--- src/rtl/uart_md_pkg.sv ---
package uart_md_pkg;
   // register addresses
   localparam logic [1:0] ADDR_LINE = 2'd0;
   localparam logic [1:0] ADDR_MDM  = 2'd1;
   localparam logic [1:0] ADDR_STAT = 2'd2;

   typedef struct packed {
      logic par_sel;
      logic par_en;
   } line_ctl_t;

   typedef struct packed {
      logic       inv;
      logic       mdrop;
      logic       loop;
      logic [3:0] hs;
   } mdm_ctl_t;

   typedef enum logic [1:0] {RX_IDLE, RX_START, RX_BITS} rx_state_t;
endpackage

--- src/rtl/uart_md_regs.sv ---
module uart_md_regs
   import uart_md_pkg::*;
(
   input  logic       clk,
   input  logic       rst_n,
   input  logic       we,
   input  logic [1:0] addr,
   input  logic [7:0] wdata,
   output logic [7:0] rdata,
   input  logic       mark_sent,
   input  logic [3:0] stat_pins,
   output line_ctl_t  lctl,
   output mdm_ctl_t   mctl
);
   logic [3:0] stat_eff;
   logic       wr_line;

   assign wr_line  = we && (addr == ADDR_LINE);
   assign stat_eff = mctl.loop ? mctl.hs : stat_pins;

   always_ff @(posedge clk or negedge rst_n) begin
      if (!rst_n) begin
         lctl <= '0;
         mctl <= '0;
      end else begin
         if (mark_sent && mctl.mdrop) lctl.par_sel <= 1'b0;
         if (wr_line) lctl <= '{par_sel: wdata[1], par_en: wdata[0]};
         if (we && (addr == ADDR_MDM))
            mctl <= '{inv: wdata[6], mdrop: wdata[5], loop: wdata[4], hs: wdata[3:0]};
      end
   end

   always_comb begin
      case (addr)
         ADDR_LINE: rdata = {6'd0, lctl.par_sel, lctl.par_en};
         ADDR_MDM:  rdata = {1'b0, mctl};
         ADDR_STAT: rdata = {4'd0, stat_eff};
         default:   rdata = 8'd0;
      endcase
   end


   sel_self_clear_chk: assert property (@(posedge clk) disable iff (!rst_n)
      (mark_sent && mctl.mdrop && !wr_line) |=> !lctl.par_sel);
endmodule

--- src/rtl/uart_md_tx.sv ---
module uart_md_tx #(
   parameter int CLKS_PER_BIT = 16,
   parameter int DATA_W       = 8
) (
   input  logic              clk,
   input  logic              rst_n,
   input  logic              start,
   input  logic [DATA_W-1:0] data,
   input  logic              par_en,
   input  logic              forced,
   input  logic              par_sel,
   output logic              busy,
   output logic              ser,
   output logic              mark_sent
);
   localparam int FW = DATA_W + 3;
   localparam int IW = $clog2(FW + 1);
   localparam int CW = $clog2(CLKS_PER_BIT);

   logic [FW-1:0] frame;
   logic [IW-1:0] nleft;
   logic [CW-1:0] cnt;
   logic          cur_mark;
   logic          pbit;
   logic          bit_end;

   always_comb begin
      if (forced) pbit = par_sel;
      else        pbit = par_sel ? (^data) : ~(^data);
   end

   assign bit_end   = (cnt == CW'(CLKS_PER_BIT - 1));
   assign busy      = (nleft != '0);
   assign ser       = frame[0];
   assign mark_sent = busy && bit_end && (nleft == IW'(2)) && cur_mark;

   always_ff @(posedge clk or negedge rst_n) begin
      if (!rst_n) begin
         frame    <= '1;
         nleft    <= '0;
         cnt      <= '0;
         cur_mark <= 1'b0;
      end else if (!busy) begin
         if (start) begin
            frame    <= {1'b1, par_en ? pbit : 1'b1, data, 1'b0};
            nleft    <= par_en ? IW'(FW) : IW'(FW - 1);
            cnt      <= '0;
            cur_mark <= par_en && forced && par_sel;
         end
      end else if (bit_end) begin
         cnt   <= '0;
         frame <= {1'b1, frame[FW-1:1]};
         nleft <= nleft - IW'(1);
      end else begin
         cnt <= cnt + CW'(1);
      end
   end


   start_bit_chk: assert property (@(posedge clk) disable iff (!rst_n)
      $rose(busy) |-> !ser);

   idle_high_chk: assert property (@(posedge clk) disable iff (!rst_n)
      !busy |-> ser);

   busy_hold_chk: assert property (@(posedge clk) disable iff (!rst_n)
      (busy && !(bit_end && nleft == IW'(1))) |=> busy);
endmodule

--- src/rtl/uart_md_rx.sv ---
module uart_md_rx
   import uart_md_pkg::*;
#(
   parameter int CLKS_PER_BIT = 16,
   parameter int DATA_W       = 8
) (
   input  logic              clk,
   input  logic              rst_n,
   input  logic              line,
   input  logic              par_en,
   input  logic              mdrop,
   input  logic              par_sel,
   output logic              valid,
   output logic [DATA_W-1:0] data,
   output logic              addr_flag,
   output logic              par_err,
   output logic              frm_err
);
   localparam int CW   = $clog2(CLKS_PER_BIT);
   localparam int IW   = $clog2(DATA_W + 2);
   localparam int HALF = CLKS_PER_BIT / 2;

   rx_state_t     st;
   logic [CW-1:0] cnt;
   logic [IW-1:0] idx;
   logic [IW-1:0] npay;
   logic [DATA_W:0] sh;

   assign npay = par_en ? IW'(DATA_W + 1) : IW'(DATA_W);

   always_ff @(posedge clk or negedge rst_n) begin
      if (!rst_n) begin
         st <= RX_IDLE; cnt <= '0; idx <= '0; sh <= '0;
         valid <= 1'b0; data <= '0; addr_flag <= 1'b0;
         par_err <= 1'b0; frm_err <= 1'b0;
      end else begin
         valid <= 1'b0;
         case (st)
            RX_IDLE: if (!line) begin
               st <= RX_START; cnt <= '0;
            end
            RX_START: if (cnt == CW'(HALF - 1)) begin
               cnt <= '0; idx <= '0; sh <= '0;
               st  <= line ? RX_IDLE : RX_BITS;
            end else cnt <= cnt + CW'(1);
            RX_BITS: if (cnt == CW'(CLKS_PER_BIT - 1)) begin
               cnt <= '0;
               if (idx < npay) begin
                  sh[idx] <= line;
                  idx     <= idx + IW'(1);
               end else begin
                  st        <= RX_IDLE;
                  valid     <= 1'b1;
                  data      <= sh[DATA_W-1:0];
                  addr_flag <= par_en && mdrop && sh[DATA_W];
                  par_err   <= par_en && !mdrop && ((^sh) == par_sel);
                  frm_err   <= !line;
               end
            end else cnt <= cnt + CW'(1);
            default: st <= RX_IDLE;
         endcase
      end
   end


   valid_pulse_chk: assert property (@(posedge clk) disable iff (!rst_n)
      valid |=> !valid);

   mdrop_no_perr_chk: assert property (@(posedge clk) disable iff (!rst_n)
      (valid && mdrop) |-> !par_err);
endmodule

--- src/rtl/uart_md.sv ---
module uart_md
   import uart_md_pkg::*;
#(
   parameter int CLKS_PER_BIT = 16,
   parameter int DATA_W       = 8,
   parameter int SYNC_STAGES  = 2
) (
   input  logic              clk,
   input  logic              rst_n,
   input  logic              reg_we,
   input  logic [1:0]        reg_addr,
   input  logic [7:0]        reg_wdata,
   output logic [7:0]        reg_rdata,
   input  logic              tx_we,
   input  logic [DATA_W-1:0] tx_data,
   output logic              tx_busy,
   output logic              rx_valid,
   output logic [DATA_W-1:0] rx_data,
   output logic              rx_addr_flag,
   output logic              rx_par_err,
   output logic              rx_frm_err,
   output logic              txd_pin,
   input  logic              rxd_pin,
   input  logic [3:0]        mdm_stat_in,
   output logic [1:0]        mdm_aux_out
);
   if (CLKS_PER_BIT < 4) begin : g_bad_cpb
      $error("CLKS_PER_BIT must be at least 4");
   end
   if (DATA_W < 5 || DATA_W > 9) begin : g_bad_dw
      $error("DATA_W must be 5..9");
   end
   if (SYNC_STAGES < 0 || SYNC_STAGES > 4) begin : g_bad_sync
      $error("SYNC_STAGES must be 0..4");
   end

   line_ctl_t lctl;
   mdm_ctl_t  mctl;
   logic      tx_ser;
   logic      mark_sent;
   logic      rx_raw;
   logic      rx_line;

   uart_md_regs u_regs (
      .clk(clk), .rst_n(rst_n), .we(reg_we), .addr(reg_addr),
      .wdata(reg_wdata), .rdata(reg_rdata), .mark_sent(mark_sent),
      .stat_pins(mdm_stat_in), .lctl(lctl), .mctl(mctl)
   );

   uart_md_tx #(.CLKS_PER_BIT(CLKS_PER_BIT), .DATA_W(DATA_W)) u_tx (
      .clk(clk), .rst_n(rst_n), .start(tx_we), .data(tx_data),
      .par_en(lctl.par_en), .forced(mctl.mdrop), .par_sel(lctl.par_sel),
      .busy(tx_busy), .ser(tx_ser), .mark_sent(mark_sent)
   );

   assign txd_pin     = mctl.loop ? 1'b1 : (tx_ser ^ mctl.inv);
   assign mdm_aux_out = mctl.loop ? 2'b00 : mctl.hs[3:2];
   assign rx_raw      = mctl.loop ? tx_ser : (rxd_pin ^ mctl.inv);

   if (SYNC_STAGES == 0) begin : g_nosync
      assign rx_line = rx_raw;
   end else begin : g_sync
      logic [SYNC_STAGES-1:0] chain;
      always_ff @(posedge clk or negedge rst_n) begin
         if (!rst_n) chain <= '1;
         else        chain <= {chain[SYNC_STAGES-2 >= 0 ? SYNC_STAGES-2 : 0:0], rx_raw};
      end
      assign rx_line = chain[SYNC_STAGES-1];
   end

   uart_md_rx #(.CLKS_PER_BIT(CLKS_PER_BIT), .DATA_W(DATA_W)) u_rx (
      .clk(clk), .rst_n(rst_n), .line(rx_line), .par_en(lctl.par_en),
      .mdrop(mctl.mdrop), .par_sel(lctl.par_sel), .valid(rx_valid),
      .data(rx_data), .addr_flag(rx_addr_flag), .par_err(rx_par_err),
      .frm_err(rx_frm_err)
   );


   loop_aux_idle_chk: assert property (@(posedge clk) disable iff (!rst_n)
      (reg_we && reg_addr == ADDR_MDM && reg_wdata[4]) |=> (mdm_aux_out == 2'b00));
endmodule

--- config.mk ---
export PLATFORM = sky130hd
export DESIGN_NAME = uart_md
export DESIGN_NICKNAME = d
export VERILOG_FILES = /design/src/rtl/uart_md_pkg.sv /design/src/rtl/uart_md_regs.sv /design/src/rtl/uart_md_tx.sv /design/src/rtl/uart_md_rx.sv /design/src/rtl/uart_md.sv
export SDC_FILE = /design/constraint.sdc
export NUM_CORES = 1
export LEC_CHECK = 0
export CAP_MARGIN = 20
export CORE_ASPECT_RATIO = 0.6
export CORE_MARGIN = 1
export CORE_UTILIZATION = 51
export CTS_BUF_LIST = sky130_fd_sc_hd__clkbuf_4 sky130_fd_sc_hd__clkbuf_8
export DETAILED_ROUTE_END_ITERATION = 16
export PLACE_DENSITY = 0.83
export SLEW_MARGIN = 20
export SYNTH_ARGS = -nofsm -noshare
export SYNTH_HDL_FRONTEND = slang
export SYNTH_HIERARCHICAL = 1
export SYNTH_SLANG_ARGS = --single-unit
--- constraint.sdc ---
create_clock -name clk -period 1.89 [get_ports clk]
set_clock_uncertainty 0.15 [all_clocks]
set_input_delay 0.4725 -clock clk [delete_from_list [all_inputs] [get_ports clk]]
set_output_delay 0.4725 -clock clk [all_outputs]
set_load 0.05 [all_outputs]
# Word level (Yosys, flattened, before mapping)
# Index checks and enable logic that the tools add are counted.
[totals]
ff_bits = 62
in_bits = 27
out_inout_bits = 24
word_cells = 121
[classes]
addsub = 4
magnitude_cmp = 3
n_eq_ne = 15
mux = 45
bitwise_logic = 5
reduce_logical = 29
[op_table]
columns = ["cell", "count"]
rows = [
  ["4-bit 2-to-1 mux", 13],
  ["11-bit 2-to-1 mux", 3],
  ["9-bit 2-to-1 mux", 3],
  ["7-bit one-hot mux with 3 select lines", 1],
  ["9-bit one-hot mux with 2 select lines", 1],
  ["2-bit 2-to-1 mux", 7],
  ["4-bit by 1-bit adder with 4-bit output, second input constant", 3],
  ["1-bit logical AND", 12],
  ["1-bit 2-to-1 mux", 12],
  ["4-bit one-hot mux with 3 select lines", 1],
  ["9-bit bitwise mux", 1],
  ["9-bit XOR reduction", 1],
  ["4-bit == test, second input constant", 2],
  ["4-bit one-hot mux with 2 select lines", 1],
  ["4-bit AND reduction", 2],
  ["8-bit XOR reduction", 1],
  ["2-bit by 1-bit inequality test with 1-bit output, second input constant", 3],
  ["2-bit inequality test, second input constant", 3],
  ["2-bit one-hot mux with 3 select lines", 1],
  ["2-bit AND reduction", 3],
  ["2-bit nonzero test", 3],
  ["4-bit by 5-bit < comparator with 1-bit output, second input constant", 1],
  ["1-bit demux with 4-bit select", 1],
  ["2-bit by 1-bit == test with 1-bit output, second input constant", 2],
  ["other kinds (14)", 20],
]

# Depth between registers and ports, before layout
[logic_depth]
ltp_word = 8
depth_mapped = 9
mapped_depth_nobuf = 7

# By module
# The synthesis kept the hierarchy.
[modules_own_cells]
columns = ["module", "n_inst", "cells_each", "area_per_inst_um2", "seq_area_each_um2"]
rows = [
  ["uart_md_rx", 1, 168, 1756.7, 775.7],
  ["uart_md_tx", 1, 111, 1031.0, 488.0],
  ["uart_md_regs", 1, 45, 545.5, 225.2],
  ["uart_md", 1, 9, 97.6, 52.6],
]

# Worst setup path before layout
# OpenSTA, ideal clock, no wires.
[synth_path]
path_kind = "input -> output"
start = "in reg_addr[0]"
end = "out reg_rdata[0]"
arrival_time_ns = 1.887
required_time_ns = 1.267
slack_ns = -0.620
cell_stages = 2
path_buffers = 0
cell_sequence = "nand2b_1 -> o311ai_1"
[synth_between]
elab_chain_len = 2
elab_cells_between_ends = 4
cone_classes = "2 x eq/ne; 1 x mux; 1 x reduce/logical"
[synth_lines]
columns = ["element", "line", "text"]
rows = [
  ["start: declaration", "uart_md.sv:11", "input logic [1:0] reg_addr,"],
  ["2-bit == test (tied with other cells)", "uart_md_regs.sv:34", "case (addr)"],
  ["7-bit one-hot mux with 3 select lines (*)", "uart_md_regs.sv:34", ""],
  ["end: declaration", "uart_md.sv:13", "output logic [7:0] reg_rdata,"],
]
# Every way passes the cells marked *; elsewhere a longest branch is shown, timed or not.

# Worst setup path in the final report
[layout_path]
start = "reg u_tx.nleft[0]"
end = "out tx_busy"
[layout_between]
elab_chain_len = 1
[layout_lines]
columns = ["element", "line", "text"]
rows = [
  ["start: declaration", "uart_md_tx.sv:21", "logic [IW-1:0] nleft;"],
  ["start signal: assignment", "uart_md_tx.sv:46", "nleft <= par_en ? IW'(FW) : IW'(FW - 1);"],
  ["start signal: assignment", "uart_md_tx.sv:53", "nleft <= nleft - IW'(1);"],
  ["4-bit nonzero test", "uart_md_tx.sv:33", "assign busy = (nleft != '0);"],
  ["end: declaration", "uart_md.sv:16", "output logic tx_busy,"],
]
# Every way passes these cells.

==> impl_metrics.csv <==
group,metric,value,unit
timing,maxSlewViolCount,0,
setup_path,required,1270,ps
setup_path,reg2reg_depth,10,
die,die_area,7070,µm²
grt,antenna_found_initial,0,
yosys,ys_warn_count,6,
setup_path,cpLargestDelayFamily,"flip-flops",
flow_run,maxCapViolCount,0,
clocking,tritoncts.num_buffers,9,
setup_path,r2r_end,"u_tx/frame[6]",
yosys,synth_edf_count,0,
routing,remaining_drc_errors,0,
placement,dp_cells,481,
power_and_ir_drop,leakagePower,2.33,nW
final_layout,nNetsFinal,470,
placement,postPlaceCellArea,4370,µm²
power_and_ir_drop,power_density,1200,nW/µm²
setup_path,crit_path_cell_trace,"inv_2 -> ha_4 -> nor3b_4 -> inv_2 -> buf_8",
power_and_ir_drop,p_comb_share,42.8,%
timing,hold_viol_final,0,
setup_path,crit_start,"u_tx/nleft[0]",
yosys,ys_types,67,
routing,detail_route.iter0.violations,385,
run_status,violations,"negative setup slack",
setup_path,cpPeakStageDelay,410,ps
min_path,min_path_cells,0,
final_layout,final_util,83.1,%
routing,drtPass1Iterations,6,
routing,wl_per_cell,22.5,µm
setup_path,critPathMaxFanout,2,
final_layout,n_antenna_cell,0,
clocking,clock_sinks,61,
setup_path,r2r_start,"u_tx/nleft[0]",
setup_path,slowest_stage,"dfrtp_1",
setup_path,start_kind,"flop",
grt,grt_usage,28.1,%
routing,antenna_left,0,
timing,final.min_clock_period,2070,ps
yosys,async_reset_ff_share,100,%
final_layout,fill_cells,314,
routing,drt-total-wl,11700,µm
clocking,clk_pin_slew,90,ps
grt,grt_pass1_vias,2936,
routing,drt-vias-per-instance,6.28,
clocking,clk_latency,360,ps
yosys,syn_inst,333,
clocking,max-clock-path-buffers,2,
min_path,hp-class,"flop to flop",
timing,max_freq,483,MHz
power_and_ir_drop,power.internal,0.00391,W
timing,rsz0062_at_grt,"true",
yosys,synth-main-ff-cell,"dfrtp_1",
grt,grt_pass1_wl,14700,µm
die,die_y,65.5,µm
yosys,synth-seq-cells,61,
power_and_ir_drop,p_sw,0.00238,W
routing,wl_met2,5630,µm
setup_path,worstSetupPathType,"flop to output port",
setup_path,r2r_slack,-140,ps
timing,setup_slack,-180,ps
die,ios,51,
timing,finalHoldWorstSlack,211,ps
setup_path,cpMostUsedCell,"inv_2",
yosys,syn-num-nets,373,
final_layout,area_growth,52.7,%
placement,port_buffers,48,
setup_path,critPathCapture,"tx_busy",
power_and_ir_drop,peakVddDrop,0.000812,V
timing,period_share,110,%
yosys,synth.top_cell.area_share,35.7,%
routing,met1_length,4460,µm
routing,routed-via-count,3258,
die,die-width,108,µm
run_status,status,"complete, but fails checks",
timing,tightest_slew,634,ps
die,fp-row-count,22,
die,start_util,54.4,%
clocking,cts_tree,"yes",
routing,wl_met3,1080,µm
timing,setup_violations,31,
final_layout,final_cell_count_no_fill,519,
yosys,avgSynthCellArea,10.3,µm²
yosys,syn_area,3430,µm²
setup_path,crit_arrival,1450,ps
yosys,synthTopCellsByArea,"dfrtp_1 (36%), dfstp_2 (9.2%), nand2_1 (4.8%), ha_1 (4.7%), mux2_4 (4.4%)",
placement,gp_congestion,0.858,
grt,grt_max_degree,47,
clocking,cts_max_level,3,
die,core-area,6300,µm²
power_and_ir_drop,clkPwrFrac,23.8,%
power_and_ir_drop,seqPwrFrac,33.4,%
timing,maxSlewHeadroom,57.7,%
grt,globalRouteOverflowTotal,0,
setup_path,worst_setup_path_end_kind,"output port",
placement,dp_hpwl,5850,µm
yosys,yosysTopAreaCell,"dfrtp_1",
setup_path,worst-path-stages,5,
routing,top_layer,"met4",
power_and_ir_drop,switching_share,37.8,%
clocking,cts-root-buf,"clkbuf_8",
final_layout,post-route-cell-area,5240,µm²
final_layout,drive_gt1_share,46.4,%
setup_path,cp_num_buf_inv,3,
yosys,ys_seq_area_share,44.9,%
-- worst register-to-register path: stages, from the launching register on --
cell and delay (ps):
dfrtp_1 410, inv_2 90, ha_4 120, nor3b_4 230, buf_6 160, buf_6 130
nand2_4 70, o21ai_4 140, buf_6 160, nor2_2 40, a31oi_1 240
-- power by group through the flow --
stage	logic (W)	clock network [W]	registers, W
floorplan	0.00126	0	0.00191
global placement	0.00183	0	0.00198
detailed placement	0.00192	0	0.00199
CTS	0.00216	0.00148	0.00201
global route	0.00285	0.00157	0.00213
finish	0.00269	0.00150	0.00210
-- cells in the mapped netlist, types with 3 or more instances --
master,instances
dfrtp_1,49
nand2_1,44
nor2_1,18
xnor2_1,16
o21ai_0,15
inv_1,14
ha_1,13
nand3_1,13
dfstp_2,12
a31oi_1,11
a21oi_1,10
mux2_4,10
buf_2,7
mux2_2,7
mux2i_1,6
a22o_1,5
nand2b_1,4
nand4_1,4
nor2b_1,4
buf_6,3
o21a_1,3
o21ai_1,3
o2bb2ai_1,3
or2_2,3
or3_1,3
-- final cells by class --
type	count	area, µm²	share of cell area [%]
repair buffers	101	1100	21.0
clock buffers	10	138	2.63
well taps	84	105	2.01
inverters	15	56.3	1.07
clock inverters	6	110	2.10
flip-flops and latches	61	1550	29.5
multi-input cells	242	2190	41.7
-- metal layers --
metal	vias to the layer above	global-route usage, %
li1	1367	-
met1	1615	35.3
met2	221	43.8
met3	55	8.33
met4	0	15.6
met5	-	0
-- through the flow --
stage | setup TNS (ps) | total power, W | worst slack, ps
floorplan | -543 | 0.00317 | -166
global placement | -3980 | 0.00381 | -446
detailed placement | -6130 | 0.00391 | -497
CTS | -686 | 0.00565 | -155
global route | -3460 | 0.00655 | -212
finish | -1880 | 0.00628 | -180
-- flip-flops by register name (all words and copies together), names as in the netlist --
register / flops
u_rx/par_err: 1
u_rx/valid: 1
u_tx/nleft: 4
u_rx/st: 2
g_sync.chain: 2
u_regs/lctl: 2
u_rx/idx: 4
u_tx/cnt: 4
u_tx/cur_mark: 1
u_regs/mctl: 7
u_rx/frm_err: 1
u_rx/cnt: 4
u_rx/data: 8
u_rx/sh: 9
u_tx/frame: 10
u_rx/addr_flag: 1
-- worst min-delay path by stage --
stage,to,from,slack [ps]
global placement,g_sync.chain[1],g_sync.chain[0],200
global route,g_sync.chain[1],g_sync.chain[0],210
detailed placement,g_sync.chain[1],g_sync.chain[0],200
finish,g_sync.chain[1],g_sync.chain[0],210
CTS,g_sync.chain[1],g_sync.chain[0],200
floorplan,u_regs/lctl[0],rst_n,30
-- cells by family (layout without fill, tap and decap cells) --
group / Yosys count / in the layout / share of synthesized area [%]
AND/OR/NAND/NOR: 113 / 114 / 17.5
AO/OA/AOI/OAI: 70 / 70 / 13.9
flip-flops: 61 / 61 / 44.9
buffers and inverters: 31 / 132 / 4.49
multiplexers: 25 / 25 / 9.08
XOR/XNOR: 19 / 19 / 5.25
adder cells (fa/ha/maj): 13 / 13 / 4.74
other: 1 / 1 / 0.109
-- what timing repair did --
item,in CTS,in global routing
hold endpoints to repair,49,0
gates cloned,0,3
setup buffers,8,11
resized for setup,50,57
pin swaps,7,20
hold buffers,1,0
endpoints found under the setup margin,37,48
-- placed cells by master, fill, tap and decap left out, types with 6 or more instances in the layout --
master / Yosys / final
a31oi_1: 11 / 6
buf_12: 0 / 18
nand2_1: 44 / 42
dfstp_2: 12 / 12
nor2_1: 18 / 7
buf_4: 1 / 46
clkbuf_8: 0 / 10
clkdlybuf4s50_1: 0 / 18
mux2_2: 7 / 7
ha_1: 13 / 7
nand3_1: 13 / 8
inv_2: 1 / 6
o21ai_0: 15 / 13
nor2_4: 0 / 7
buf_6: 3 / 7
dfrtp_1: 49 / 46
a21oi_1: 10 / 6
xnor2_1: 16 / 15
mux2_4: 10 / 11
inv_1: 14 / 9
Power figures use the tool's default switching activity.
